**src/rtl/phy_ctl_pkg.sv**
```systemverilog
package phy_ctl_pkg;
  localparam int CTL_W     = 16;
  localparam int BIT_PD    = 11;
  localparam int BIT_ISO   = 10;
  localparam int BIT_RSTAN = 9;
  localparam int BIT_DUP   = 8;
  localparam int BIT_COLT  = 7;

  typedef struct packed {
    logic pd;
    logic iso;
    logic rstan;
    logic dup;
    logic colt;
  } ctl_bits_t;
endpackage

```
**src/rtl/phy_rst_sync.sv**
```systemverilog
module phy_rst_sync #(
  parameter int STAGES = 2
) (
  input  logic clk,
  input  logic rst_n,
  output logic rst_sync_n
);
  logic [STAGES-1:0] chain_q;
  logic [STAGES-1:0] chain_d;

  always_comb begin
    chain_d = {chain_q[STAGES-2:0], 1'b1};
  end

  always_ff @(posedge clk or negedge rst_n) begin
    if (!rst_n) chain_q <= '0;
    else        chain_q <= chain_d;
  end

  assign rst_sync_n = chain_q[STAGES-1];
endmodule

```
**src/rtl/phy_ctl_regs.sv**
```systemverilog
module phy_ctl_regs
  import phy_ctl_pkg::*;
#(
  parameter int REG_W  = CTL_W,
  parameter int ADDR_W = 5
) (
  input  logic              clk,
  input  logic              rst_n,
  input  logic              wr_en,
  input  logic [REG_W-1:0]  wr_data,
  input  logic              an_enable,
  input  logic              an_done,
  input  logic [ADDR_W-1:0] strap_addr,
  input  logic              strap_an,
  input  logic              strap_fd100,
  input  logic              strap_fd10,
  output ctl_bits_t         ctl_q,
  output logic              kick_q,
  output logic              boot_q,
  output logic [REG_W-1:0]  rd_data
);
  ctl_bits_t ctl_d;
  logic      kick_d;
  logic      boot_d;
  logic      strap_iso;
  logic      strap_dup;
  logic      restart_ok;

  // strap decode used only during the boot cycle
  always_comb begin
    strap_iso = (strap_addr == '0);
    strap_dup = !strap_an && (strap_fd100 || strap_fd10);
  end

  always_comb begin
    restart_ok = wr_en && wr_data[BIT_RSTAN] && an_enable;
    ctl_d  = ctl_q;
    kick_d = 1'b0;
    boot_d = 1'b0;
    if (boot_q) begin
      ctl_d.pd    = 1'b0;
      ctl_d.iso   = strap_iso;
      ctl_d.rstan = 1'b0;
      ctl_d.dup   = strap_dup;
      ctl_d.colt  = 1'b0;
    end else begin
      if (wr_en) begin
        ctl_d.pd   = wr_data[BIT_PD];
        ctl_d.iso  = wr_data[BIT_ISO];
        ctl_d.dup  = wr_data[BIT_DUP];
        ctl_d.colt = wr_data[BIT_COLT];
      end
      // accepted request wins over completion in the same cycle
      if (restart_ok)    ctl_d.rstan = 1'b1;
      else if (an_done)  ctl_d.rstan = 1'b0;
      kick_d = restart_ok;
    end
  end

  always_ff @(posedge clk or negedge rst_n) begin
    if (!rst_n) begin
      ctl_q  <= '{pd: 1'b0, iso: 1'b1, rstan: 1'b0, dup: 1'b0, colt: 1'b0};
      kick_q <= 1'b0;
      boot_q <= 1'b1;
    end else begin
      ctl_q  <= ctl_d;
      kick_q <= kick_d;
      boot_q <= boot_d;
    end
  end

  always_comb begin
    rd_data            = '0;
    rd_data[BIT_PD]    = ctl_q.pd;
    rd_data[BIT_ISO]   = ctl_q.iso;
    rd_data[BIT_RSTAN] = ctl_q.rstan;
    rd_data[BIT_DUP]   = ctl_q.dup;
    rd_data[BIT_COLT]  = ctl_q.colt;
  end
endmodule

```
**src/rtl/phy_mii_gate.sv**
```systemverilog
module phy_mii_gate
  import phy_ctl_pkg::*;
#(
  parameter int MII_W = 4
) (
  input  ctl_bits_t         ctl,
  input  logic [MII_W-1:0]  txd_in,
  input  logic              tx_en_in,
  input  logic              tx_er_in,
  input  logic              c_tx_clk,
  input  logic              c_rx_clk,
  input  logic [MII_W-1:0]  c_rxd,
  input  logic              c_rx_dv,
  input  logic              c_rx_er,
  input  logic              c_crs,
  input  logic              c_col,
  output logic [MII_W-1:0]  txd_out,
  output logic              tx_en_out,
  output logic              tx_er_out,
  output logic              o_tx_clk,
  output logic              o_rx_clk,
  output logic [MII_W-1:0]  o_rxd,
  output logic              o_rx_dv,
  output logic              o_rx_er,
  output logic              o_crs,
  output logic              o_col,
  output logic              o_oe,
  output logic              o_line_oe,
  output logic              o_led_oe
);
  logic cut;

  always_comb begin
    cut       = ctl.iso || ctl.pd;
    o_oe      = !cut;
    o_line_oe = !ctl.pd;
    o_led_oe  = !ctl.pd;

    txd_out   = cut ? '0   : txd_in;
    tx_en_out = cut ? 1'b0 : tx_en_in;
    tx_er_out = cut ? 1'b0 : tx_er_in;

    o_tx_clk  = cut ? 1'b0 : c_tx_clk;
    o_rx_clk  = cut ? 1'b0 : c_rx_clk;
    o_rxd     = cut ? '0   : c_rxd;
    o_rx_dv   = cut ? 1'b0 : c_rx_dv;
    o_rx_er   = cut ? 1'b0 : c_rx_er;
    o_crs     = cut ? 1'b0 : c_crs;
    // loopback uses the gated enable so isolation blocks it too
    o_col     = cut ? 1'b0 : (c_col || (ctl.colt && tx_en_out));
  end
endmodule

```
**src/rtl/phy_ctl_top.sv**
```systemverilog
module phy_ctl_top
  import phy_ctl_pkg::*;
#(
  parameter int REG_W       = CTL_W,
  parameter int ADDR_W      = 5,
  parameter int MII_W       = 4,
  parameter int SYNC_STAGES = 2
) (
  input  logic              clk,
  input  logic              rst_n,
  input  logic              mgmt_wr_en,
  input  logic [REG_W-1:0]  mgmt_wr_data,
  output logic [REG_W-1:0]  mgmt_rd_data,
  input  logic [ADDR_W-1:0] strap_phy_addr,
  input  logic              strap_an_en,
  input  logic              strap_fd100,
  input  logic              strap_fd10,
  input  logic              an_enable,
  input  logic              an_done,
  input  logic              an_fd_result,
  output logic              an_kick,
  output logic              link_full_duplex,
  input  logic [MII_W-1:0]  mii_txd,
  input  logic              mii_tx_en,
  input  logic              mii_tx_er,
  output logic [MII_W-1:0]  dp_txd,
  output logic              dp_tx_en,
  output logic              dp_tx_er,
  input  logic              core_tx_clk,
  input  logic              core_rx_clk,
  input  logic [MII_W-1:0]  core_rxd,
  input  logic              core_rx_dv,
  input  logic              core_rx_er,
  input  logic              core_crs,
  input  logic              core_col,
  output logic              mii_tx_clk,
  output logic              mii_rx_clk,
  output logic [MII_W-1:0]  mii_rxd,
  output logic              mii_rx_dv,
  output logic              mii_rx_er,
  output logic              mii_crs,
  output logic              mii_col,
  output logic              mii_oe,
  output logic              line_tx_oe,
  output logic              led_oe
);
  logic      rst_s_n;
  ctl_bits_t ctl;
  logic      boot;

  phy_rst_sync #(.STAGES(SYNC_STAGES)) u_sync (
    .clk(clk), .rst_n(rst_n), .rst_sync_n(rst_s_n)
  );

  phy_ctl_regs #(.REG_W(REG_W), .ADDR_W(ADDR_W)) u_regs (
    .clk(clk), .rst_n(rst_s_n),
    .wr_en(mgmt_wr_en), .wr_data(mgmt_wr_data),
    .an_enable(an_enable), .an_done(an_done),
    .strap_addr(strap_phy_addr), .strap_an(strap_an_en),
    .strap_fd100(strap_fd100), .strap_fd10(strap_fd10),
    .ctl_q(ctl), .kick_q(an_kick), .boot_q(boot),
    .rd_data(mgmt_rd_data)
  );

  phy_mii_gate #(.MII_W(MII_W)) u_gate (
    .ctl(ctl),
    .txd_in(mii_txd), .tx_en_in(mii_tx_en), .tx_er_in(mii_tx_er),
    .c_tx_clk(core_tx_clk), .c_rx_clk(core_rx_clk), .c_rxd(core_rxd),
    .c_rx_dv(core_rx_dv), .c_rx_er(core_rx_er), .c_crs(core_crs),
    .c_col(core_col),
    .txd_out(dp_txd), .tx_en_out(dp_tx_en), .tx_er_out(dp_tx_er),
    .o_tx_clk(mii_tx_clk), .o_rx_clk(mii_rx_clk), .o_rxd(mii_rxd),
    .o_rx_dv(mii_rx_dv), .o_rx_er(mii_rx_er), .o_crs(mii_crs),
    .o_col(mii_col), .o_oe(mii_oe),
    .o_line_oe(line_tx_oe), .o_led_oe(led_oe)
  );

  always_comb begin
    link_full_duplex = an_enable ? an_fd_result : ctl.dup;
  end
endmodule

```
**config.mk**
```make
export PLATFORM = sky130hd
export DESIGN_NAME = phy_ctl_top
export DESIGN_NICKNAME = d
export VERILOG_FILES = /design/src/rtl/phy_ctl_pkg.sv /design/src/rtl/phy_rst_sync.sv /design/src/rtl/phy_ctl_regs.sv /design/src/rtl/phy_mii_gate.sv /design/src/rtl/phy_ctl_top.sv
export SDC_FILE = /design/constraint.sdc
export NUM_CORES = 1
export LEC_CHECK = 0
export ABC_AREA = 1
export BUFFER_PORTS_ARGS = -buffer_cell sky130_fd_sc_hd__buf_2
export CAP_MARGIN = 20
export CORE_MARGIN = 1
export CORE_UTILIZATION = 28
export DETAILED_ROUTE_END_ITERATION = 10
export GPL_TIMING_DRIVEN = 0
export HOLD_SLACK_MARGIN = 0.06
export PLACE_DENSITY = 0.75
export SYNTH_ARGS = -nofsm -noshare
export SYNTH_HDL_FRONTEND = slang
export SYNTH_SLANG_ARGS = --single-unit
```
**constraint.sdc**
```tcl
create_clock -name clk -period 0.8 [get_ports clk]
set_input_delay 0.04 -clock clk [delete_from_list [all_inputs] [get_ports clk]]
set_output_delay 0.04 -clock clk [all_outputs]
set_load 0.1 [all_outputs]
```
; ---- Word-level counts from Yosys, hierarchy flattened
; Index checks and enable logic that the tools add are counted.
[word_totals]
regBits = 9
input_bits = 46
wordCells = 38
[classes]
mux = 17
reduce_logical = 13
[op_table]
columns = cell, n
row1 = $mux 1, 12
row2 = $mux 4, 2
row3 = $logic_not 5->1, 1
row4 = $mux 5, 1
row5 = $logic_and 1x1->1, 4
row6 = $mux 2, 2
row7 = $logic_not 1->1, 3
row8 = $logic_or 1x1->1, 3
row9 = $reduce_bool 3->1, 1
row10 = $reduce_bool 2->1, 1

; ---- Longest topological paths before layout
; Gate-level depths: netlist (run 1).
[logic_depth]
ltp_word = 5
depth_mapped = 4
depth_no_buf = 4

; ---- Modules after synthesis
; From an unflattened synthesis (run 1), not the netlist that was laid out.
[hier_totals]
hier_cells = 98
hier_area_um2 = 690.7
[by_module_without_submodules]
columns = mod, n_inst, cells_each, area_each_um2, seq_area_each_um2
row1 = phy_ctl_regs, 1, 51, 422.9, 177.7
row2 = phy_mii_gate, 1, 40, 198.9, 0.0
row3 = phy_rst_sync, 1, 3, 53.8, 50.0
row4 = phy_ctl_top, 1, 4, 15.0, 0.0

; ---- Worst setup path before layout (run 1)
; Ideal clock, no wire load.
[synth_path]
path_kind = reg2out
from = register u_regs.ctl_q[1] (netlist name)
to = output port link_full_duplex
t_arrival_ns = 3.168
t_required_ns = 0.760
setup_slack_ns = -2.408
stages_incl_launch_ff = 3
path_buffers = 0
path_cell_list = dfrtp_1 -> inv_1 -> o21ai_0
[synth_between]
elab_chain_cells = 1
[synth_lines]
columns = item, line_no
row1 = from (decl), phy_ctl_regs.sv:17  ; output ctl_bits_t ctl_q,
row2 = from (signal assigned), phy_ctl_regs.sv:62  ; ctl_q <= '{pd: 1'b0, iso: 1'b1, rstan: 1'b0, dup: 1'b0, colt: 1'b0};
row3 = from (signal assigned), phy_ctl_regs.sv:66  ; ctl_q <= ctl_d;
row4 = $mux 1, phy_ctl_top.sv:79  ; link_full_duplex = an_enable ? an_fd_result : ctl.dup;
row5 = to (decl), phy_ctl_top.sv:22  ; output logic link_full_duplex,
; Every way passes these cells.

; ---- Final worst setup path (run 1)
[layout_path]
from = register u_regs.ctl_q[3] (netlist name)
to = output port dp_txd[3]
[layout_between]
elab_chain_cells = 2
[layout_lines]
columns = item, line_no
row1 = $logic_or 1x1->1, phy_mii_gate.sv:34  ; cut = ctl.iso || ctl.pd;
row2 = $mux 4, phy_mii_gate.sv:39  ; txd_out = cut ? '0 : txd_in;
row3 = to (decl), phy_ctl_top.sv:26  ; output logic [MII_W-1:0] dp_txd,
; Every way passes these cells.

==> results of run 1 <==
-- power breakdown --
| part | internal [mW] | switching (mW) | total (mW) |
|---|---|---|---|
| logic | 0.710 | 1.33 | 2.04 |
| clock network | 0.192 | 0.163 | 0.355 |
| registers | 0.497 | 0.0333 | 0.530 |
| total | 1.40 | 1.53 | 2.93 |
-- cell families (layout without fill, tap and decap cells) --
| group | after synthesis | count (layout) | synth area share, % |
|---|---|---|---|
| other | 2 | 13 | 1.17 |
| buffers and inverters | 36 | 118 | 29.2 |
| AO/OA/AOI/OAI | 6 | 6 | 4.68 |
| AND/OR/NAND/NOR | 38 | 38 | 29.4 |
| flip-flops | 9 | 9 | 35.5 |
-- synth_stat cells (all sizes together) --
cell | number | share of area, %
nand4 | 1 | 0.98
inv | 23 | 13
a21oi | 1 | 0.78
dfstp | 2 | 8.2
nand3 | 5 | 3.9
buf | 13 | 16
nor2 | 25 | 20
o21ai | 5 | 3.9
nand2 | 7 | 4.1
conb | 2 | 1.2
dfrtp | 7 | 27
-- repair_timing --
action	in CTS	in global routing
setup endpoints to repair	32	32
resized for setup	107	13
pin swaps	5	5
hold endpoints to repair	8	1
gates cloned	1	0
setup buffers	3	4
-- routing by layer --
layer	share of wire, %	vias to the layer above	global-route usage, %
met1	31	391	17.8
met4	1.0	0	4.29
met3	6.7	4	4.63
li1	-	423	-
met5	0	-	0
met2	61	48	44.4
-- registers in the layout, indices dropped and copies added, names as in the netlist --
name / count
u_sync.chain_q: 2
u_regs.boot_q: 1
u_regs.ctl_q: 5
u_regs.kick_q: 1
-- layout by cell type, fill, tap and decap left out, drive strengths merged, types with 2 or more instances in the layout --
cell type	n
nor2	25
o21ai	5
buf	81
nand2	7
nand3	5
dfrtp	7
conb	13
inv	23
dlygate4sd3	10
dfstp	2
clkbuf	4
-- final timing paths --
path,to,cells after the start,startpoint,slack (ps)
min in group asynchronous,u_sync.chain_q[0]$_DFF_PN0_,2,rst_n,80
max,dp_txd[3],5,u_regs.ctl_q[3]$_DFFE_PN1P_,-640
max reg2reg,u_regs.ctl_q[3]$_DFFE_PN1P_,4,u_regs.boot_q$_DFF_PN1_,-170
max in group asynchronous,u_regs.boot_q$_DFF_PN1_,0,u_sync.chain_q[1]$_DFF_PN0_,390
min reg2reg,u_regs.ctl_q[0]$_DFFE_PN0P_,0,u_sync.chain_q[1]$_DFF_PN0_,120
min,u_regs.ctl_q[3]$_DFFE_PN1P_,4,strap_phy_addr[2],30
-- worst max-delay path: stages (launching register included) --
cell and delay [ps]:
dfstp_4 480, nor2_4 150, inv_6 70, buf_16 150, nor2_4 110, buf_12 180
-- cell type report --
type,count,share of cell area [%]
inverter,23,5.49
tap,27,1.88
multi-input combinational,57,21.7
timing repair buffer,78,49.4
sequential,9,13.8
clock buffer,4,1.46
buffer,13,6.32
==> metrics, run 1 <==
Detail Placement HPWL ~1.4 mm; crit path kind reg2out; area grow syn2layout 181%; post-route cell area 1800 um2; area of the core between 2000 and 2500 um2; worst-case vdd ir drop 0.00158 V; H-tree depth 1; vias in the first global route roughly 900; clock sinks 9; PortBufs 60; post-synthesis register bit count 9; io pins 83; gr usage total 20.3%; initial drt markers 7; endpoint type of the worst setup path output port; Synth cell types 15; GP Congestion between 0.7 and 0.8; die area 2490 um2; syn_area_per_cell 7.05 um2; DIE HEIGHT 49.9 um; Ys Warns 0; initial cell density of the core 31.1%; antenna-violating nets left 0; Net count, final 231; total grt overflow 0; skew final about 6.4 ps; WP data arrival 1400 ps; Final Non-Filler Cells 211; failing checks negative setup slack; latest clock arrival within the worst-skew pair 260 ps; Clock Pin Slew Worst Setup and Hold Paths 70 ps; setup violators final 32; First-pass DRT Iterations 4; Period Utilization, post-route 181%; drt drc 0; via count roughly 870; share of cells above drive strength 1 64.7%; first-pass GRT wire length 3.84 mm; final count of pins violating max slew 0; TritonCTS Buffers 3; sequential area share after synthesis ~35%; Vias per Instance 4.10; routed length per instance 12.3 um; hold crit path type in2reg; RSZ-0062 raised after global routing yes; placed cells 189; Die W 49.9 um; final setup TNS -13940 ps; Seq. cell area 248 um2; dpl ws -649 ps; initial antenna violation count 0; pin count of the biggest net entering global routing 11; CTS hold repair buffers 10; Fin. Hold Viols 0; # fillers 97; status complete, but fails checks; final worst setup slack -645 ps; Cell Area, Synth about 640 um2; num rows 16; final wirelength roughly 2.6 mm; Core Util, Final 87.3%; Antenna Cells 0; Multi-input gate area 390 um2; static leakage 0.928 nW; CTS max path bufs 2; Worst EP required between 700 and 800 ps; clk root buf clkbuf_4; placed cell area 1140 um2; Max Freq 692 MHz; crit path time final 1440 ps; Synth Instances 91; Fin Hold WS 29.8 ps; total power 2.93 mW; CTS tree yes; MaxCap Viol Count 0; pwr/cell area 1630 nW/um2; Worst Path Max Fanout 5; crit start category flip-flop
No activity file was read; power rests on OpenSTA's default activity.
==> inputs of run 2 (changes only) <==
- CORE_UTILIZATION: 28 -> 31
- PLACE_DENSITY: 0.75 -> not set
- PLACE_DENSITY_LB_ADDON: not set -> 0.3
- clock period: 0.8 -> 1.6 ns (I/O delays scaled with it)
==> metrics, run 2 (synthesis results as in run 1) <==
Net count, final approximately 220; Fin. Hold Viols 0; GRT met2 Usage 35.1%; latest clock arrival within the worst-skew pair 250 ps; Levels on crit path 5; critical-path cell list nor2_4, inv_6, buf_12, nor2_4, buf_12; skew final approximately 1.7 ps; Clock Pin Slew Worst Setup and Hold Paths 60 ps; M1 GR Usage 14.2%; critical path's slowest cell dfrtp_4; area of the core 1960 um2; crit start category flip-flop; pwr/cell area 938 nW/um2; CP max stage delay 490 ps; initial cell density of the core about a third; gr usage total between 10% and 20%; die area ~2300 um2; worst r2r src u_regs.boot_q$_DFF_PN1_; GP Congestion 0.697; first-pass GRT wire length 2.60 mm; initial antenna violation count 0; CP Capture Point dp_tx_en; vias in the first global route about 690; cell depth of the worst flop-to-flop path 4; TritonCTS Buffers 3; largest registers u_regs.ctl_q (5), u_sync.chain_q (2); routed length per instance 8.79 um; crit path kind reg2out; MaxCap Viol Count 0; clock sinks 9; status finished clean; crit path time final between 1500 and 2000 ps; WP data arrival 1470 ps; Vias per Instance 3.91; First-pass DRT Iterations 4; Max Freq roughly 650 MHz; io pins 83; commonest cells after routing, fill and taps aside 44 x buf_2, 20 x inv_1, 16 x nor2_4; share of cells above drive strength 1 59.8%; RSZ-0062 raised after global routing yes; PortBufs 60; flip-flop count of the largest register after layout 5; final count of pins violating max slew 0; pin count of the biggest net entering global routing 11; static leakage between 0.7 and 0.8 nW; worst-case vdd ir drop roughly 0.00053 V; post-route cell area 1320 um2; final setup TNS 0 ps; CTS tree yes; placed cell area 1120 um2; commonest non-fill, non-tap cell in the layout buf_2; Worst EP required 1520 ps; FF-to-FF End u_regs.ctl_q[3]$_DFFE_PN1P_; setup violators final 0; clk root buf clkbuf_4; via count 767; Worst Path Max Fanout 10; antenna-violating nets left 0; Detail Placement HPWL 1.35 mm; Period Utilization, post-route around 97%; endpoint type of the worst setup path output port; met3 usage in global routing 3.02%; largest register by flop count u_regs.ctl_q; Setup crit start u_regs.ctl_q[4]$_DFFE_PN0P_; final wirelength 1.72 mm; total power about 1.2 mW; drt drc 0; Top Family by Delay on Critical Path flip-flops; R2R setup slack 600 ps; total grt overflow 0; number of buffers and inverters on the critical path 3; Antenna Cells 0; initial drt markers 6; Die W around 48 um; hold crit path type in2reg; DIE HEIGHT 47.5 um; num rows 16; GR peak layer met2; CTS max path bufs 2; H-tree depth 1; area grow syn2layout 105%
run 2: cell count changes in the layout (fill, tap and decap cells not counted), moves of 3 or more:
cell           before  now
dlygate4sd3_1      10    3
dfrtp_4             4    1
buf_2              34   44
dfrtp_1             2    6
buf_8               0    6
buf_6               6    0
clkbuf_4            3    9
buf_12             27    5
o21ai_0             1    4
run 2: where the power goes:
group          switching, mW  internal (mW)  leakage, nW  total [mW]
logic                  0.617          0.195        0.638       0.812
clock network         0.0739         0.0958       0.0150       0.170
registers             0.0117          0.244        0.108       0.256
run 2: per-layer routing:
metal,wire length (um),part of all wire [%]
met4,0,0
met3,181,11
met5,0,0
met2,909,53
met1,631,37
run 2: worst register-to-register path: stages (launching register included):
cell	delay (ps)
dfstp_2	540
inv_2	80
nor2_2	90
nand3_1	100
a21oi_2	130
run 2: per-stage QoR:
| step | hold WS (ps) | utilization (%) | instances | worst slack, ps |
|---|---|---|---|---|
| floorplan | -216 | - | 102 | -515 |
| global placement | -135 | 57.1 | 189 | 135 |
| detailed placement | -132 | 57.1 | 189 | 122 |
| CTS | 61.9 | 63.5 | 197 | 1.12 |
| global route | 79.4 | 67.2 | 196 | -17.2 |
| finish | 65.3 | 67.2 | 196 | 51.6 |
run 2: what timing repair did:
item                       CTS  global route
gates resized for setup     19            23
setup endpoints to repair   10            17
buffers inserted             0             0
hold buffers                 4             0
hold endpoints to repair     4             0
run 2: area by class of cell:
cell class / instances / area, um2
timing repair buffer: 63 / 465
sequential: 9 / 231
tap: 27 / 33.8
fill: 157 / 643
clock buffer: 4 / 26.3
buffer: 13 / 110
multi-input combinational: 57 / 360
inverter: 23 / 91.3
run 2: worst min-delay path by stage:
stage                          from                           to  depth (start not counted)
floorplan                     rst_n  u_sync.chain_q[0]$_DFF_PN0_                          0
global placement              rst_n  u_sync.chain_q[0]$_DFF_PN0_                          1
detailed placement            rst_n  u_sync.chain_q[0]$_DFF_PN0_                          1
CTS                 mgmt_wr_data[7]  u_regs.ctl_q[0]$_DFFE_PN0P_                          3
global route        mgmt_wr_data[7]  u_regs.ctl_q[0]$_DFFE_PN0P_                          3
finish              mgmt_wr_data[7]  u_regs.ctl_q[0]$_DFFE_PN0P_                          3
